--- src/rtl/scl_pkg.sv ---
package scl_pkg;
  localparam int FRAME_W = 19;
  localparam int RATIO_W = 14;
  localparam int SWAL_W  = 7;
  localparam int MAIN_W  = 11;

  typedef struct packed {
    logic [RATIO_W-1:0] ratio;
    logic               presc_small;
    logic               pol_pos;
    logic               mon_freq;
    logic               pump_high;
  } ref_set_t;

  typedef struct packed {
    logic [SWAL_W-1:0] swallow;
    logic [MAIN_W-1:0] main_div;
  } div_set_t;
endpackage

--- src/rtl/scl_rise_det.sv ---
module scl_rise_det #(
  parameter int N = 2
) (
  input  logic         clk,
  input  logic         rst_n,
  input  logic [N-1:0] lvl,
  output logic [N-1:0] rise
);
  logic [N-1:0] lvl_q;

  for (genvar i = 0; i < N; i++) begin : g_bit
    always_ff @(posedge clk) begin
      if (!rst_n) lvl_q[i] <= 1'b0;
      else        lvl_q[i] <= lvl[i];
    end
    assign rise[i] = lvl[i] & ~lvl_q[i];
  end
endmodule

--- src/rtl/scl_shift.sv ---
module scl_shift #(
  parameter int W = 19
) (
  input  logic         clk,
  input  logic         rst_n,
  input  logic         shift_en,
  input  logic         din,
  output logic [W-1:0] word
);
  always_ff @(posedge clk) begin
    if (!rst_n)        word <= '0;
    else if (shift_en) word <= {word[W-2:0], din};
  end
endmodule

--- src/rtl/scl_bank.sv ---
module scl_bank
  import scl_pkg::*;
#(
  parameter int RATIO_MIN = 3
) (
  input  logic               clk,
  input  logic               rst_n,
  input  logic               load,
  input  logic [FRAME_W-1:0] word,
  output ref_set_t           ref_q,
  output div_set_t           div_q
);
  localparam int RATIO_LO = 1;
  localparam int RATIO_HI = RATIO_LO + RATIO_W - 1;
  localparam int OPT_LO   = RATIO_HI + 1;
  localparam int SWAL_LO  = 1;
  localparam int SWAL_HI  = SWAL_LO + SWAL_W - 1;
  localparam int MAIN_LO  = SWAL_HI + 1;
  localparam int MAIN_HI  = MAIN_LO + MAIN_W - 1;

  ref_set_t ref_d;
  div_set_t div_d;
  logic     to_ref;
  logic     ratio_ok;

  always_comb begin
    to_ref            = word[0];
    ref_d.ratio       = word[RATIO_HI:RATIO_LO];
    ref_d.presc_small = word[OPT_LO];
    ref_d.pol_pos     = word[OPT_LO+1];
    ref_d.mon_freq    = word[OPT_LO+2];
    ref_d.pump_high   = word[OPT_LO+3];
    div_d.swallow     = word[SWAL_HI:SWAL_LO];
    div_d.main_div    = word[MAIN_HI:MAIN_LO];
    ratio_ok          = (32'(ref_d.ratio) >= RATIO_MIN);
  end

  always_ff @(posedge clk) begin
    if (!rst_n) begin
      ref_q <= '{ratio: RATIO_W'(RATIO_MIN), presc_small: 1'b1, pol_pos: 1'b1,
                 mon_freq: 1'b0, pump_high: 1'b0};
      div_q <= '{swallow: '0, main_div: MAIN_W'(3)};
    end else if (load) begin
      if (to_ref && ratio_ok) ref_q <= ref_d;
      if (!to_ref)            div_q <= div_d;
    end
  end

  AST_REF_FLOOR: assert property (@(posedge clk) disable iff (!rst_n)
    32'(ref_q.ratio) >= RATIO_MIN);
  AST_DIV_KEEP_ON_REF: assert property (@(posedge clk) disable iff (!rst_n)
    (load && word[0]) |=> $stable(div_q));
  AST_REF_KEEP_ON_DIV: assert property (@(posedge clk) disable iff (!rst_n)
    (load && !word[0]) |=> $stable(ref_q));
endmodule

--- src/rtl/serial_cfg_loader.sv ---
module serial_cfg_loader
  import scl_pkg::*;
#(
  parameter int RATIO_MIN = 3
) (
  input  logic               clk,
  input  logic               rst_n,
  input  logic               ser_clk,
  input  logic               ser_data,
  input  logic               ser_load,
  output logic [RATIO_W-1:0] ref_ratio,
  output logic               presc_small,
  output logic               pol_pos,
  output logic               mon_freq,
  output logic               pump_high,
  output logic [SWAL_W-1:0]  swallow,
  output logic [MAIN_W-1:0]  main_div
);
  logic [1:0]         rise;
  logic               sclk_rise;
  logic               load_rise;
  logic               shift_en;
  logic [FRAME_W-1:0] word;
  ref_set_t           ref_q;
  div_set_t           div_q;

  scl_rise_det #(.N(2)) u_rise (
    .clk (clk),
    .rst_n (rst_n),
    .lvl ({ser_load, ser_clk}),
    .rise (rise)
  );
  assign sclk_rise = rise[0];
  assign load_rise = rise[1];
  assign shift_en  = sclk_rise & ~ser_load;

  scl_shift #(.W(FRAME_W)) u_shift (
    .clk (clk),
    .rst_n (rst_n),
    .shift_en (shift_en),
    .din (ser_data),
    .word (word)
  );

  scl_bank #(.RATIO_MIN(RATIO_MIN)) u_bank (
    .clk (clk),
    .rst_n (rst_n),
    .load (load_rise),
    .word (word),
    .ref_q (ref_q),
    .div_q (div_q)
  );

  assign ref_ratio   = ref_q.ratio;
  assign presc_small = ref_q.presc_small;
  assign pol_pos     = ref_q.pol_pos;
  assign mon_freq    = ref_q.mon_freq;
  assign pump_high   = ref_q.pump_high;
  assign swallow     = div_q.swallow;
  assign main_div    = div_q.main_div;

  AST_NO_SHIFT_IN_LOAD: assert property (@(posedge clk) disable iff (!rst_n)
    ser_load |=> $stable(word));
  AST_HOLD_NO_LOAD: assert property (@(posedge clk) disable iff (!rst_n)
    !load_rise |=> ($stable(ref_q) && $stable(div_q)));
  AST_ONE_BIT_PER_EDGE: assert property (@(posedge clk) disable iff (!rst_n)
    shift_en |=> (word[FRAME_W-1:1] == $past(word[FRAME_W-2:0])));
endmodule

--- config.mk ---
export PLATFORM = sky130hd
export DESIGN_NAME = serial_cfg_loader
export DESIGN_NICKNAME = d
export VERILOG_FILES = /design/src/rtl/scl_pkg.sv /design/src/rtl/scl_rise_det.sv /design/src/rtl/scl_shift.sv /design/src/rtl/scl_bank.sv /design/src/rtl/serial_cfg_loader.sv
export SDC_FILE = /design/constraint.sdc
export NUM_CORES = 1
export LEC_CHECK = 0
export ABC_AREA = 1
export BUFFER_PORTS_ARGS = -buffer_cell sky130_fd_sc_hd__buf_2
export CORE_ASPECT_RATIO = 0.8
export CORE_UTILIZATION = 51
export CTS_BUF_LIST = sky130_fd_sc_hd__clkbuf_2
export DETAILED_ROUTE_END_ITERATION = 16
export GPL_TIMING_DRIVEN = 0
export PLACE_DENSITY = 0.77
export SLEW_MARGIN = 0
export SYNTH_ARGS = -nofsm -noshare
export SYNTH_HDL_FRONTEND = slang
export SYNTH_SLANG_ARGS = --single-unit
--- constraint.sdc ---
create_clock -name clk -period 1.02 [get_ports clk]
set_input_delay 0.051 -clock clk [delete_from_list [all_inputs] [get_ports clk]]
set_output_delay 0.051 -clock clk [all_outputs]
set_load 0.05 [all_outputs]
# Word-level counts from Yosys, hierarchy flattened
# Index checks and enable logic that the tools add are counted.
[classes] magnitude_cmp=1 n_bitwise=7 n_reduce_logical=3
[ops] op="$ge A14 B2 Y1 const B" count=1
[ops] op="$not A1 Y1" count=4
[ops] op="$reduce_and A2 Y1" count=2
[ops] op="$and A1 B1 Y1" count=3
[ops] op="$logic_and A1 B1 Y1" count=1
[word_totals] register_bits=57 inputBits=5 out_inout_bits=36 word_cells=21

# Depth between registers and ports, before layout
[depth] ltp_word=3 mapped_depth=8 mapped_depth_nobuf=7

# By module
# Synthesis repeated with hierarchy kept, for this count alone.
[hier_totals] hier_cells=322 hier_area_um2=2447.3
[by_module_without_submodules] mod="scl_bank" n_inst=1 cells_each=190 area_each_um2=1448.9 seq_area_each_um2=720.7
[by_module_without_submodules] mod="scl_shift" n_inst=1 cells_each=120 area_each_um2=913.4 seq_area_each_um2=380.4
[by_module_without_submodules] mod="scl_rise_det" n_inst=1 cells_each=10 area_each_um2=75.1 seq_area_each_um2=40.0
[by_module_without_submodules] mod="serial_cfg_loader" n_inst=1 cells_each=2 area_each_um2=10.0 seq_area_each_um2=0.0

# Worst setup path before layout
# OpenSTA, ideal clock, no wires.
[synth_timing] path_kind="register to register" startpoint="register u_shift.word[0]" endpoint="register u_bank.ref_q[11] (netlist name)" setup_time_ns=0.117 arrival_ns=0.989 t_required_ns=0.903 path_slack_ns=-0.086 path_stages_with_launch=7 n_path_buf=1 period_less_slack_ns=1.106 cell_sequence="dfxtp_1 > inv_2 > nor3_4 > buf_6 > nand3_1 > nand2_1 > nor2_2"
[synth_via] elab_chain_cells=2
[synth_lines] item="from (decl)" line="scl_shift.sv:8" text="output logic [W-1:0] word"
[synth_lines] item="from (signal assigned)" line="scl_shift.sv:12" text="else if (shift_en) word <= {word[W-2:0], din};"
[synth_lines] item="$logic_and A1 B1 Y1" line="scl_bank.sv:44" text="if (to_ref && ratio_ok) ref_q <= ref_d;"
[synth_lines] item="$reduce_and A2 Y1 (no source line)"
# No other way between the ends.
# A chain may end at the register's enable or synchronous reset.

# Worst setup path in the final report
[layout_timing] startpoint="register u_shift.word[9]" endpoint="register u_bank.ref_q[10] (netlist name)"
[layout_via] elab_chain_cells=3
[layout_lines] item="$ge A14 B2 Y1" line="scl_bank.sv:35" text="ratio_ok = (32'(ref_d.ratio) >= RATIO_MIN);"
[layout_lines] item="$logic_and A1 B1 Y1" line="scl_bank.sv:44"
[layout_lines] item="$reduce_and A2 Y1 (no source line)"
# No other way between the ends.

==> impl_summary.txt <==
----------------------------------------------------
[Synth]
  Sequential-to-total area share from yosys stat ... 0.525
  Main combinational cell family by area after synthesis ... compound AO/OA/AOI/OAI gates
  Fraction of the mapped netlist area in simple logic gates ... 0.165
  Cell area after synthesis ... 0.00217 mm^2
  Parity-gate share of the synthesized area counting xor and xnor cells ... 0
  Post-synthesis register bit count ... 57
  Syn Area/Cell ... 8.32 um^2
  Mux share of post-synthesis cell area ... 0
  Warnings from Yosys ... 0
  Synth Area in Compound Gates ... 0.200
  Gate Count Post-Synth ... 261
  Area share of fa/ha/maj cells after synthesis ... 0
  Number of different library cells in the post-synthesis netlist ... 19
  Largest cells by area after synthesis ... sky130_fd_sc_hd__dfxtp_1 53%, sky130_fd_sc_hd__a21oi_1 11%, sky130_fd_sc_hd__o21ai_0 7.8%, sky130_fd_sc_hd__nand2_1 4.8%, sky130_fd_sc_hd__nand3_1 4.4%
  Share of Yosys cell area claimed by the top area cell type ... 0.525
  Net count after synthesis ... 266
  Cell type with the highest aggregate area in the netlist ... sky130_fd_sc_hd__dfxtp_1

[Run status]
  Failing checks ... setup timing
  Run status ... finished, violations left

[Final layout]
  Number of fill cells ... 75
  Share of final-layout standard cells stronger than drive strength 1 ... 0.682
  Most common library cell in the layout ignoring fill and taps ... sky130_fd_sc_hd__dfxtp_2
  Multi-input gate area ... 0.00116 mm^2
  Layout Utilization ... 0.960
  Net count reported at finish ... 358
  Register area ... 0.00120 mm^2
  Post-route insts no fill ... 413
  Diode count ... 0
  Final cell area excluding filler cells ... 0.00377 mm^2
  Signed area change from the synthesized netlist to the final layout ... 73.6%
  Most frequent cells in the layout ... 46 x sky130_fd_sc_hd__dfxtp_2, 33 x sky130_fd_sc_hd__buf_8, 30 x sky130_fd_sc_hd__a21oi_2

[Clock tree]
  Clock Latency Late Sink ... 530 ps
  Bufs on Longest Clock Path ... 2
  CTS tree ... yes
  Clock-pin slew on the worst setup and hold paths ... 180 ps
  CTS H-Tree Depth ... 3
  Sink Count ... 57
  Cts bufs inserted ... 9
  Cell at the root of the clock tree ... sky130_fd_sc_hd__clkbuf_2

[Setup path]
  Data arrival, critical path ... 2160 ps
  Setup crit start kind ... register
  Reg2reg path depth ... 8
  Setup Crit Path Kind ... reg2reg
  CP max FO ... 5
  CP Capture Type ... register
  Req. time, crit path ... 1400 ps

[Die]
  Number of ports placed on the die boundary ... 41
  Area of the die ... 0.00453 mm^2
  Horizontal die dimension ... 75.0 um
  Y dimension of the die ... 60.4 um
  Placeable Area ... 0.00393 mm^2
  Starting density of the core ... 0.553
  Cell Rows ... 20

[STA]
  Unrepaired setup endpoints after global routing ... true
  Tightest Pin Transition ... 606 ps
  Share of the clock period used by the worst path after layout ... 1.74
  Hold Vio Cnt, Final ... 0
  Final setup TNS ... -15290 ps
  Worst hold slack ... 357 ps
  Max-slew violation count ... 0
  Final-report setup violation count ... 91
  Max Clk Rate ... 564 MHz
  Minimum period implied by the final worst setup slack ... 1770 ps
  Max transition margin ... 0.596
  Post-layout worst setup margin ... -753 ps
  Post-route clock skew ... 29.7 ps

[Drt]
  Residual DRC ... 0
  Total Wirelength ... 10400 um
  Final ANT Viol Nets ... 0
  Total via count in the routed design ... 2653
  Detail-routed via count per cell ... 6.42
  Drt wl/cell ... 25.3 um
  Pre-Repair DR Iteration Count ... 6
  Number of violations reported at the end of detailed-routing iteration 0 ... 407

[GRT]
  Largest net degree at the start of global routing ... 11
  Overall track demand over capacity in global routing ... 0.336
  Gr ovfl total ... 0
  Wire length of the first global-routing pass ... 10700 um
  Vias in the first global route ... 2157
  Number of antenna violations at the first check in global routing ... 0

[Hold path]
  Hold path depth ... 4
  Type of the worst min-delay path ... in2reg

[Power and ir drop]
  Leakage dissipation ... 0.00157 uW
  Sw Ratio ... 0.386
  Cell area power density ... 1480 mW/mm^2
  VDD IR-drop max ... 1340 uV
  Proportion of power drawn by combinational gates ... 0.320
  Clk network pwr share ... 0.222
  Switch Pwr ... 2160 uW
  Fraction of power consumed by sequential logic ... 0.458
  Cell-internal power ... 3420 uW

[Place]
  Number of buffers added on ports ... 39
  Post-DP HPWL ... 3390 um
  GP Congestion ... 0.854
  Number of cells in the design after placement ... 355
  Total placed instance area ... 0.00245 mm^2

[Run]
  Max Cap Viol ... 0

----------------------------------------------------
[through the flow]
stage | setup slack (ps) | power (uW)
2_1_floorplan | -53.1 | 3220
3_3_place_gp | -198 | 3420
3_5_place_dp | -201 | 3430
4_1_cts | -181 | 4950
5_1_grt | -866 | 5710
6_report | -753 | 5580
[per-layer routing]
metal / share of wire / GRT usage
met5: 0 / 0
met4: 0.083 / 0.199
met3: 0.13 / 0.143
met2: 0.44 / 0.524
met1: 0.35 / 0.389
[cells in the mapped netlist]
master,number
sky130_fd_sc_hd__a21oi_1,49
sky130_fd_sc_hd__buf_2,6
sky130_fd_sc_hd__buf_4,2
sky130_fd_sc_hd__buf_6,8
sky130_fd_sc_hd__clkbuf_1,3
sky130_fd_sc_hd__dfxtp_1,57
sky130_fd_sc_hd__inv_1,20
sky130_fd_sc_hd__inv_2,4
sky130_fd_sc_hd__nand2_1,28
sky130_fd_sc_hd__nand2_2,1
sky130_fd_sc_hd__nand3_1,19
sky130_fd_sc_hd__nand3_2,4
sky130_fd_sc_hd__nand3b_1,1
sky130_fd_sc_hd__nor2_1,17
sky130_fd_sc_hd__nor2_2,4
sky130_fd_sc_hd__nor3_4,1
sky130_fd_sc_hd__o211ai_1,2
sky130_fd_sc_hd__o21ai_0,34
sky130_fd_sc_hd__o21ai_1,1
[final timing paths]
check | endpoint | slack [ps] | start
max | u_bank.ref_q[10] | -750 | u_shift.word[9]
min | u_rise.lvl_q[0] | 360 | ser_clk
max reg2reg | u_bank.ref_q[10] | -750 | u_shift.word[9]
min reg2reg | u_shift.word[18] | 530 | u_shift.word[17]
[cells by family (layout without fill, tap and decap cells)]
kind of cell,count (synthesis),in the layout
AO/OA/AOI/OAI,86,86
buffers and inverters,43,139
flip-flops,57,57
AND/OR/NAND/NOR,75,76
[power groups by stage]
| stage | clock (uW) | combinational (uW) | sequential (uW) |
|---|---|---|---|
| 3_5_place_dp | 0 | 943 | 2490 |
| 2_1_floorplan | 0 | 437 | 2790 |
| 5_1_grt | 1330 | 1820 | 2560 |
| 4_1_cts | 1140 | 1320 | 2490 |
| 6_report | 1240 | 1790 | 2560 |
| 3_3_place_gp | 0 | 932 | 2490 |
[layout make-up]
type,instances,area share
inverter,24,0.0272
buffer,19,0.0561
timing repair buffer,80,0.251
sequential,57,0.319
multi-input combinational,162,0.308
clock buffer,11,0.0146
clock inverter,5,0.00597
tap,55,0.0182
[critical path, stage by stage, from the launching register on]
cell,delay (ps)
sky130_fd_sc_hd__dfxtp_1,390
sky130_fd_sc_hd__nor2_2,190
sky130_fd_sc_hd__nand2_2,100
sky130_fd_sc_hd__nor2_4,170
sky130_fd_sc_hd__nand2_4,100
sky130_fd_sc_hd__buf_8,140
sky130_fd_sc_hd__nand3_2,60
sky130_fd_sc_hd__nand2_1,150
sky130_fd_sc_hd__nor2_1,330
[sequential cells by signal (all words and copies together) (netlist names)]
signal,flops
u_shift.word,19
u_rise.lvl_q,2
u_bank.div_q,18
u_bank.ref_q,18
[timing repair]
action                     CTS  global route
resized for setup          199           106
hold endpoints to repair    31             0
setup endpoints to repair   80            91
gates cloned                 7             4
setup buffers               16            12
hold buffers                 4             0
pin swaps                   13            12
(Power assumes the default switching activity.)
